--- config.mk ---
export PLATFORM = sky130hd
export DESIGN_NAME = ser_tree_serializer
export DESIGN_NICKNAME = d
export VERILOG_FILES = /design/src/rtl/ser_tree_pkg.sv /design/src/rtl/ser_beat_counter.sv /design/src/rtl/ser_lane_reindex.sv /design/src/rtl/ser_mux_tree.sv /design/src/rtl/ser_tree_serializer.sv
export SDC_FILE = /design/constraint.sdc
export NUM_CORES = 1
export LEC_CHECK = 0
export ABC_CLOCK_PERIOD_IN_PS = 1500
export BUFFER_PORTS_ARGS = -buffer_cell sky130_fd_sc_hd__buf_2
export CORE_UTILIZATION = 45
export DETAILED_ROUTE_END_ITERATION = 10
export PLACE_DENSITY = 0.71
export SETUP_SLACK_MARGIN = 0.15
export SYNTH_ARGS = -nofsm -noshare
export SYNTH_HDL_FRONTEND = slang
export SYNTH_SLANG_ARGS = --single-unit
--- constraint.sdc ---
create_clock -name clk -period 1.5 [get_ports clk]
set_input_delay 0.15 -clock clk [delete_from_list [all_inputs] [get_ports clk]]
set_output_delay 0.15 -clock clk [all_outputs]
set_load 0.1 [all_outputs]
--- src/rtl/ser_tree_pkg.sv ---
`timescale 1ns/1ps
// Package: ser_tree_pkg
// Shared helpers for the lane-interleaved serializer.
// Assumes: all arguments are elaboration-time constants.
package ser_tree_pkg;

    // Returns 1 when v is a nonzero power of two.
    function automatic bit is_pow2(input int v);
        return (v > 0) && ((v & (v - 1)) == 0);
    endfunction

    // Width of the beat counter; at least one bit so vectors stay legal.
    function automatic int sel_width(input int ratio);
        return (ratio > 1) ? $clog2(ratio) : 1;
    endfunction

endpackage

--- src/rtl/ser_beat_counter.sv ---
`timescale 1ns/1ps
// Module: ser_beat_counter
// Counts output beats from 0 to RATIO-1 and wraps. Bit k of the count toggles
// every 2**k beats. It therefore gives the select of tree level k, where bit 0
// is the fastest select and the top bit steers the root.
// Assumes: RATIO is a power of two of at least 2.
module ser_beat_counter #(
    parameter int RATIO = 4,
    localparam int SEL_W = ser_tree_pkg::sel_width(RATIO)
) (
    input  logic             clk,
    input  logic             rst_n,
    output logic [SEL_W-1:0] beat_o,
    output logic             last_o
);
    localparam logic [SEL_W-1:0] LAST_BEAT = SEL_W'(RATIO - 1);

    // Advance the beat count, cleared by reset.
    always_ff @(posedge clk) begin
        if (!rst_n) begin
            beat_o <= '0;
        end else begin
            beat_o <= beat_o + 1'b1;
        end
    end

    // Flag the final beat of a word.
    always_comb begin
        last_o = (beat_o == LAST_BEAT);
    end

    AST_CNT_STEP: assert property (@(posedge clk) disable iff (!rst_n)
        !last_o |=> beat_o == SEL_W'($past(beat_o) + 1'b1));
    AST_CNT_WRAP: assert property (@(posedge clk) disable iff (!rst_n)
        last_o |=> beat_o == '0);
    AST_FAST_SEL_TOGGLES: assert property (@(posedge clk) disable iff (!rst_n)
        1'b1 |=> beat_o[0] != $past(beat_o[0]));

endmodule

--- src/rtl/ser_lane_reindex.sv ---
`timescale 1ns/1ps
// Module: ser_lane_reindex
// Pure wiring. Regroups the held word so that multiplexer input i carries, in
// lane j, word bit j*RATIO+i. Input i fills bits [i*OUT_BITS +: OUT_BITS].
// Assumes: IN_BITS is a multiple of RATIO.
module ser_lane_reindex #(
    parameter int IN_BITS = 16,
    parameter int RATIO   = 4,
    localparam int OUT_BITS = IN_BITS / RATIO
) (
    input  logic [IN_BITS-1:0] word_i,
    output logic [IN_BITS-1:0] grouped_o
);
    for (genvar i = 0; i < RATIO; i++) begin : g_beat
        for (genvar j = 0; j < OUT_BITS; j++) begin : g_lane
            assign grouped_o[i*OUT_BITS + j] = word_i[j*RATIO + i];
        end
    end

endmodule

--- src/rtl/ser_mux_tree.sv ---
`timescale 1ns/1ps
// Module: ser_mux_tree
// RATIO-to-1 tree of 2:1 multiplexers, each OUT_BITS wide. Level 1 pairs
// neighbouring inputs under sel_i[0]. Level l pairs the results of level l-1
// under sel_i[l-1]. The root uses the top select bit. Output = input[sel_i].
// Assumes: RATIO is a power of two of at least 2.
module ser_mux_tree #(
    parameter int RATIO    = 4,
    parameter int OUT_BITS = 4,
    localparam int SEL_W   = ser_tree_pkg::sel_width(RATIO)
) (
    input  logic [RATIO*OUT_BITS-1:0] inputs_i,
    input  logic [SEL_W-1:0]          sel_i,
    output logic [OUT_BITS-1:0]       out_o
);
    for (genvar l = 0; l <= SEL_W; l++) begin : g_lvl
        localparam int NODES = RATIO >> l;
        logic [OUT_BITS-1:0] node [NODES];
        if (l == 0) begin : g_leaf
            for (genvar m = 0; m < NODES; m++) begin : g_in
                assign node[m] = inputs_i[m*OUT_BITS +: OUT_BITS];
            end
        end else begin : g_mux
            for (genvar m = 0; m < NODES; m++) begin : g_pair
                assign node[m] = sel_i[l-1] ? g_lvl[l-1].node[2*m+1]
                                            : g_lvl[l-1].node[2*m];
            end
        end
    end

    assign out_o = g_lvl[SEL_W].node[0];

endmodule

--- src/rtl/ser_tree_serializer.sv ---
`timescale 1ns/1ps
// Module: ser_tree_serializer
// Parallel-to-serial converter with interleaved lanes. It captures one word
// per RATIO beats, in the last beat (word_take), and sends beat i in the cycle
// where the beat count is i. When RATIO is 1 it is a plain wire.
// Assumes: one clock at the output-beat rate, synchronous active-low reset,
// and upstream logic that presents a word when word_take is high.
module ser_tree_serializer #(
    parameter int IN_RATE  = 250,
    parameter int OUT_RATE = 1000,
    parameter int IN_BITS  = 16,
    localparam int RATIO    = (IN_RATE > 0) ? (OUT_RATE / IN_RATE) : 1,
    localparam int OUT_BITS = (RATIO > 0) ? (IN_BITS / RATIO) : IN_BITS,
    localparam int SEL_W    = ser_tree_pkg::sel_width(RATIO)
) (
    input  logic                clk,
    input  logic                rst_n,
    input  logic [IN_BITS-1:0]  in_word,
    input  logic                in_valid,
    output logic                word_take,
    output logic [OUT_BITS-1:0] out_lanes,
    output logic                out_valid
);
    // Elaboration checks on the rate and width settings.
    if (IN_RATE <= 0 || OUT_RATE < IN_RATE) begin : g_bad_rates
        $error("serializer: output rate must be at least the input rate");
    end
    if (IN_RATE > 0 && (OUT_RATE % IN_RATE) != 0) begin : g_bad_ratio
        $error("serializer: rate ratio is not a whole number");
    end
    if (!ser_tree_pkg::is_pow2(RATIO)) begin : g_bad_pow2
        $error("serializer: rate ratio must be a power of two");
    end
    if (RATIO > 0 && (IN_BITS % RATIO) != 0) begin : g_bad_width
        $error("serializer: word width must be a multiple of the ratio");
    end

    if (RATIO == 1) begin : g_bypass
        // Equal rates: straight wires, no storage.
        assign out_lanes = in_word;
        assign out_valid = in_valid;
        assign word_take = 1'b1;
    end else begin : g_tree
        logic [SEL_W-1:0]   beat;
        logic               last_beat;
        logic [IN_BITS-1:0] hold_q;
        logic               hold_vld_q;
        logic [IN_BITS-1:0] grouped;

        ser_beat_counter #(.RATIO(RATIO)) u_count (
            .clk    (clk),
            .rst_n  (rst_n),
            .beat_o (beat),
            .last_o (last_beat)
        );

        // Load the next word (or zeros) at the end of the last beat.
        always_ff @(posedge clk) begin
            if (!rst_n) begin
                hold_q     <= '0;
                hold_vld_q <= 1'b0;
            end else if (last_beat) begin
                hold_q     <= in_valid ? in_word : '0;
                hold_vld_q <= in_valid;
            end
        end

        ser_lane_reindex #(.IN_BITS(IN_BITS), .RATIO(RATIO)) u_reindex (
            .word_i    (hold_q),
            .grouped_o (grouped)
        );

        ser_mux_tree #(.RATIO(RATIO), .OUT_BITS(OUT_BITS)) u_tree (
            .inputs_i (grouped),
            .sel_i    (beat),
            .out_o    (out_lanes)
        );

        assign out_valid = hold_vld_q;
        assign word_take = last_beat;

        AST_RESET_CLEARS: assert property (@(posedge clk)
            !rst_n |=> (!out_valid && out_lanes == '0));
        AST_IDLE_ZERO: assert property (@(posedge clk) disable iff (!rst_n)
            !out_valid |-> out_lanes == '0);
        AST_HOLD_STABLE: assert property (@(posedge clk) disable iff (!rst_n)
            !word_take |=> $stable(hold_q));
        AST_VALID_LOAD: assert property (@(posedge clk) disable iff (!rst_n)
            (word_take && in_valid) |=> out_valid);
        AST_EMPTY_LOAD: assert property (@(posedge clk) disable iff (!rst_n)
            (word_take && !in_valid) |=> !out_valid);
        AST_VALID_HOLDS: assert property (@(posedge clk) disable iff (!rst_n)
            !word_take |=> $stable(out_valid));
    end

endmodule

==> results of run 1 <==
-- state kept, by name, indices dropped and copies added, names as in the netlist --
| register | flops |
|---|---|
| g_tree.hold_q | 16 |
| g_tree.u_count.beat_o | 2 |
| out_valid | 1 |
-- cells in the mapped netlist --
cell | n | share of area [%]
and2b_2 | 1 | 1.0
buf_2 | 5 | 2.8
buf_4 | 1 | 0.86
ha_1 | 2 | 2.8
and2_1 | 1 | 0.71
a21boi_1 | 2 | 1.7
nor2b_1 | 1 | 0.71
nand3_1 | 16 | 9.1
mux4_1 | 4 | 12
a21boi_0 | 14 | 12
dfxtp_1 | 19 | 43
clkbuf_1 | 1 | 0.43
mux2i_1 | 1 | 1.1
nand2b_1 | 16 | 11
-- worst max-delay path, delay by kind of cell, from the launching register on --
family / cells / cell delay, ps
mux: 1 / 530
flops: 1 / 420
buf+inv: 1 / 200
-- repair_timing --
item / 4_1_cts / 5_1_grt
setup endpoints to repair: 5 / 14
setup buffers: 1 / 0
pin swaps: 0 / 1
gates resized for setup: 10 / 11
-- report_power, final --
part	switching [W]	total (W)	internal [W]
registers	0.0000155	0.000534	0.000519
logic	0.0000771	0.000146	0.0000687
clock network	0.000155	0.000254	0.0000993
-- metrics by stage --
stage	setup TNS, ps	cell area (um2)	hold slack (ps)	setup slack (ps)	utilization (%)
floorplan	0	867	304	160	-
detailed placement	0	1020	428	99.9	57.2
global placement	0	1020	423	90.5	57.2
global route	-612	1090	89.4	-161	61.3
CTS	-395	1080	101	-102	60.8
finish	-347	1090	108	-94.5	61.3
-- worst min-delay path by stage --
stage	start	end	slack (ps)	cells after the start
6_report	in_word[6]	g_tree.hold_q[6]	110	3
5_1_grt	in_word[12]	g_tree.hold_q[12]	90	3
4_1_cts	in_word[12]	g_tree.hold_q[12]	100	3
3_5_place_dp	in_word[12]	g_tree.hold_q[12]	430	3
3_3_place_gp	in_word[12]	g_tree.hold_q[12]	420	3
2_1_floorplan	rst_n	g_tree.hold_q[10]	300	1
-- logic make-up after synthesis --
kind of cell	Yosys count	share of synthesized area, %
flops	19	43.3
mux	5	13.1
fa+ha+maj	2	2.85
simple gates	35	22.9
buf+inv	7	4.13
compound gates	16	13.7
-- routing by layer --
layer	global-route usage, %	wire length, um	part of all wire (%)
met1	19.9	670	43
met2	31.5	799	52
met3	7.06	68	4.4
met4	5.29	12	0.77
met5	0	0	0
-- cell type report --
class                   instances  area, um2  share of cell area, %
flip-flops and latches         19        385                   35.2
clock buffers                   3       22.5                   2.06
multi-input cells              58        455                   41.6
clock inverters                 1       5.00                  0.458
repair buffers                 28        194                   17.7
well taps                      25       31.3                   2.86
==> summary.txt, run 1 <==
Cells and area
  • Share of cells above drive strength 1: 38.5%
  • Antenna Cells: 0
  • Commonest non-fill, non-tap cell in the layout: buf_2
  • Fillcell total: 163
  • Nets: 131
  • Synthesis-to-finish area growth: 24.5%
  • Most frequent cells in the layout: buf_2 (19), dfxtp_1 (17), nand2b_1 (16), nand3_1 (16), a21boi_1 (9)
  • Final cell count without fillers: 134

Worst setup path
  • R2R setup slack: 250 ps
  • Reg2reg path depth: 5
  • Reg2Reg Launch Point: g_tree.u_count.beat_o[0]
  • Max incr delay on CP: 530 ps
  • Crit path required time: 1350 ps
  • Arr. time, crit path: 1440 ps
  • Setup crit start kind: flip-flop
  • Critical Path End Type: output port
  • Reg-to-Reg End: g_tree.hold_q[15]
  • Worst setup path end: out_lanes[3]
  • CP cell instances: mux4_2 -> buf_6
  • Crit Path Category: flip-flop to output port
  • Crit Path Max Fanout: 6
  • Crit path from: g_tree.u_count.beat_o[0]
  • Slowest CP cell: mux4_2

Clock tree
  • TritonCTS clock tree: done
  • CTS sink count: 19
  • Clock Path Buffers: 2
  • CTS Hold Bufs: 0
  • Worst skew pair latency: 290 ps
  • CTS Buf Count: 3
  • Clk root buf: clkbuf_4
  • CTS clk-pin slew, worst paths: 110 ps
  • H-tree depth: 1

Min path
  • Tightest Hold Check Type: input pin to flip-flop

Die
  • Total core area: 1780 um2
  • Row count: 15
  • Starting density of the core: 49.3%
  • Die H: 46.2 um
  • Die Wd: 46.2 um
  • I/O Pins: 25
  • Die Area: 2130 um2

Run status
  • Failing checks: negative setup slack
  • Outcome: finished with violations

Logic synthesis
  • Synth warn: 0
  • Syn Inst Count: 84
  • Synth unique cells: 14
  • Seq/Total Area, Yosys: 43.3%
  • Avg Inst Size Synth: 10.5 um2
  • Synthesized Nets: 105
  • Yosys reg bits: 19
  • Mapped Area: 878 um2

Placement
  • Inst Count DP: 129
  • Final HPWL DP: 1080 um
  • Placer Congestion: 0.723
  • Port Buffer Count: 24

Routing
  • Via Count: 681
  • Total length of routed wires: 1550 um
  • Pre-antenna DRT Iters: 4
  • Vias/cell: 5.08
  • Wire per inst: 11.6 um
  • DRT iter0 DRCs: 4
  • Post-route ant nets: 0
  • DRC viols: 0

Pwr
  • Total power: 0.000934 W
  • LEAKAGE: 0.409 nW
  • Pwr Density: 854 nW/um2
  • VDD IR max: 0.640 mV

Job
  • Max-cap violations: 0

Timing
  • Final worst path period need: 1590 ps
  • Fin. Hold Viols: 0
  • Least-Margin Pin Slew: 485 ps
  • Relative slew slack: 67.9%
  • F_max: 627 MHz
  • RSZ-0062 raised after global routing: true
  • Final Worst Setup Slack: -94.5 ps
  • Final setup violation count: 4
  • Final slew viol count: 0
  • Clock skew: 5.09 ps
  • Final worst path period share: 106%

Global routing
  • GRT Residual Overflow: 0
  • Gr usage total: 18.0%
  • Antenna violations before repair: 0
  • Largest net degree at the start of global routing: 20
  • Vias in the first global route: 649
  • Global-route wire length before repair: 2660 um
Note: power is estimated with default switching activity, not from simulation.
==> run 2: changes to the inputs <==
--- a/config.mk
+++ b/config.mk
@@ -7,9 +7,9 @@
 export LEC_CHECK = 0
 export ABC_CLOCK_PERIOD_IN_PS = 1500
 export BUFFER_PORTS_ARGS = -buffer_cell sky130_fd_sc_hd__buf_2
-export CORE_UTILIZATION = 45
+export CORE_UTILIZATION = 27
 export DETAILED_ROUTE_END_ITERATION = 10
-export PLACE_DENSITY = 0.71
+export MAX_ROUTING_LAYER = met4
 export SETUP_SLACK_MARGIN = 0.15
 export SYNTH_ARGS = -nofsm -noshare
 export SYNTH_HDL_FRONTEND = slang
==> summary.txt, run 2 (synthesized netlist as in run 1, its figures left out) <==
Run status
  • Outcome: finished with violations (unchanged)
  • Failing checks: negative setup slack (unchanged)

Global routing
  • Global-route wire length before repair: 2840 um (was 2660 um)
  • Vias in the first global route: 644 (was 649)
  • GRT Residual Overflow: 0 (unchanged)
  • Gr usage total: 11.4% (was 18.0%)
  • Largest net degree at the start of global routing: 20 (unchanged)
  • Antenna violations before repair: 0 (unchanged)

Routing
  • Wire per inst: 10.8 um (was 11.6 um)
  • DRC viols: 0 (unchanged)
  • Pre-antenna DRT Iters: 4 (unchanged)
  • Vias/cell: 4.45 (was 5.08)
  • Post-route ant nets: 0 (unchanged)
  • Total length of routed wires: 1640 um (was 1550 um)
  • Via Count: 672 (was 681)
  • DRT iter0 DRCs: 16 (was 4)

Pwr
  • Combinational share of power: 15.0% (was 15.6%)
  • Pwr Density: 845 nW/um2 (was 854 nW/um2)
  • Power share of the clock group: 27.1% (was 27.2%)
  • VDD IR max: 0.336 mV (was 0.640 mV)
  • Pint: 0.000680 W (was 0.000687 W)
  • Switching share of power: 26.3% (was 26.5%)
  • Sequential power share: 58.0% (was 57.2%)
  • NetSw: 0.000243 W (was 0.000248 W)
  • LEAKAGE: 0.395 nW (was 0.409 nW)
  • Total power: 0.000923 W (was 0.000934 W)

Clock tree
  • CTS sink count: 19 (unchanged)
  • Clk root buf: clkbuf_4 (unchanged)
  • TritonCTS clock tree: done (unchanged)
  • CTS Buf Count: 3 (unchanged)
  • Worst skew pair latency: 300 ps (was 290 ps)
  • Setup Buffers After CTS: 0 (was 1)
  • CTS clk-pin slew, worst paths: 110 ps (about the same)
  • H-tree depth: 1 (unchanged)
  • Clock Path Buffers: 2 (unchanged)

Timing
  • Setup Total Neg Slack: -401 ps (was -347 ps)
  • Worst hold margin: 117 ps (was 108 ps)
  • Final setup violation count: 4 (unchanged)
  • RSZ-0062 raised after global routing: true (unchanged)
  • Fin. Hold Viols: 0 (unchanged)
  • Clock skew: 7.68 ps (was 5.09 ps)
  • Final slew viol count: 0 (unchanged)
  • Least-Margin Pin Slew: 483 ps (was 485 ps)
  • Relative slew slack: 68.1% (was 67.9%)
  • Final worst path period share: 107% (was 106%)
  • Final worst path period need: 1610 ps (was 1590 ps)
  • F_max: 620 MHz (was 627 MHz)
  • Final Worst Setup Slack: -112 ps (was -94.5 ps)

Worst setup path
  • Setup crit start kind: flip-flop (unchanged)
  • Crit Path Max Fanout: 7 (was 6)
  • Crit Path Category: flip-flop to output port (unchanged)
  • Crit path required time: 1350 ps (about the same)
  • Critical Path End Type: output port (unchanged)
  • Arr. time, crit path: 1460 ps (was 1440 ps)

Die
  • Die Area: 3490 um2 (was 2130 um2)
  • Die Wd: 59.0 um (was 46.2 um)
  • Die H: 59.0 um (was 46.2 um)
  • I/O Pins: 25 (unchanged)
  • Row count: 20 (was 15)
  • Starting density of the core: 28.5% (was 49.3%)
  • Total core area: 3080 um2 (was 1780 um2)

Cells and area
  • Most frequent cells in the layout: buf_2 (19), dfxtp_1 (17), nand2b_1 (16), nand3_1 (16), a21boi_0 (14) (was buf_2 (19), dfxtp_1 (17), nand2b_1 (16), nand3_1 (16), a21boi_1 (9))
  • Nets: 129 (was 131)
  • Design area: 1090 um2 (about the same)
  • Commonest non-fill, non-tap cell in the layout: buf_2 (unchanged)
  • Antenna Cells: 0 (unchanged)
  • Biggest register: g_tree.hold_q (unchanged)
  • Synthesis-to-finish area growth: 24.4% (was 24.5%)
  • Max FFs per register: 16 (unchanged)
  • Share of cells above drive strength 1: 35.5% (was 38.5%)

Placement
  • Setup WS pre-CTS: 77.0 ps (was 99.9 ps)
  • Post-DP Area: 1040 um2 (was 1020 um2)
  • Final HPWL DP: 1190 um (was 1080 um)
  • Port Buffer Count: 24 (unchanged)
  • Placer Congestion: 0.639 (was 0.723)

Job
  • Max-cap violations: 0 (unchanged)

Min path
  • Tightest Hold Check Type: input pin to flip-flop (unchanged)
-- run 2: metrics by stage --
stage | utilization, % | instances
after floorplan | - | 84
after global placement | 33.7 | 147
after detailed placement | 33.7 | 147
after CTS | 35.5 | 151
after global routing | 35.5 | 151
final | 35.5 | 151
-- run 2: routing by layer --
metal / vias up / part of all wire (%) / track usage, %
met5: - / 0 / -
met4: 0 / 0.86 / 5.10
met3: 2 / 7.1 / 2.84
met2: 23 / 45 / 16.6
met1: 308 / 47 / 14.9
li1: 339 / - / -
-- run 2: power groups by stage --
stage / clock, W / combinational, W / sequential, W
final: 0.000250 / 0.000138 / 0.000535
after global routing: 0.000299 / 0.000149 / 0.000539
after CTS: 0.000266 / 0.000139 / 0.000536
after detailed placement: 0 / 0.000135 / 0.000548
after global placement: 0 / 0.000133 / 0.000547
after floorplan: 0 / 0.0000889 / 0.000549
-- run 2: final timing paths --
path	startpoint	end	slack, ps	cells past startpoint
worst max-delay path	g_tree.u_count.beat_o[0]	out_lanes[1]	-110	2
worst max register to register	g_tree.u_count.beat_o[0]	g_tree.hold_q[1]	320	4
worst min-delay path	in_word[14]	g_tree.hold_q[14]	120	3
worst min register to register	g_tree.hold_q[14]	g_tree.hold_q[14]	480	2
-- run 2: cell type report --
class / count / area (um2)
repair buffers: 26 / 175
clock buffers: 3 / 22.5
clock inverters: 1 / 5.00
well taps: 44 / 55.1
multi-input cells: 58 / 449
fillers: 312 / 1990
flip-flops and latches: 19 / 385
-- run 2: what timing repair did --
action	4_1_cts	5_1_grt
hold buffers	0	0
cloned	0	0
setup endpoints to repair	5	4
resized for setup	10	0
-- run 2: worst max-delay path, cell delays in order, from the launching register on --
cell and delay, ps:
dfxtp_4 430, mux4_2 530, buf_6 200
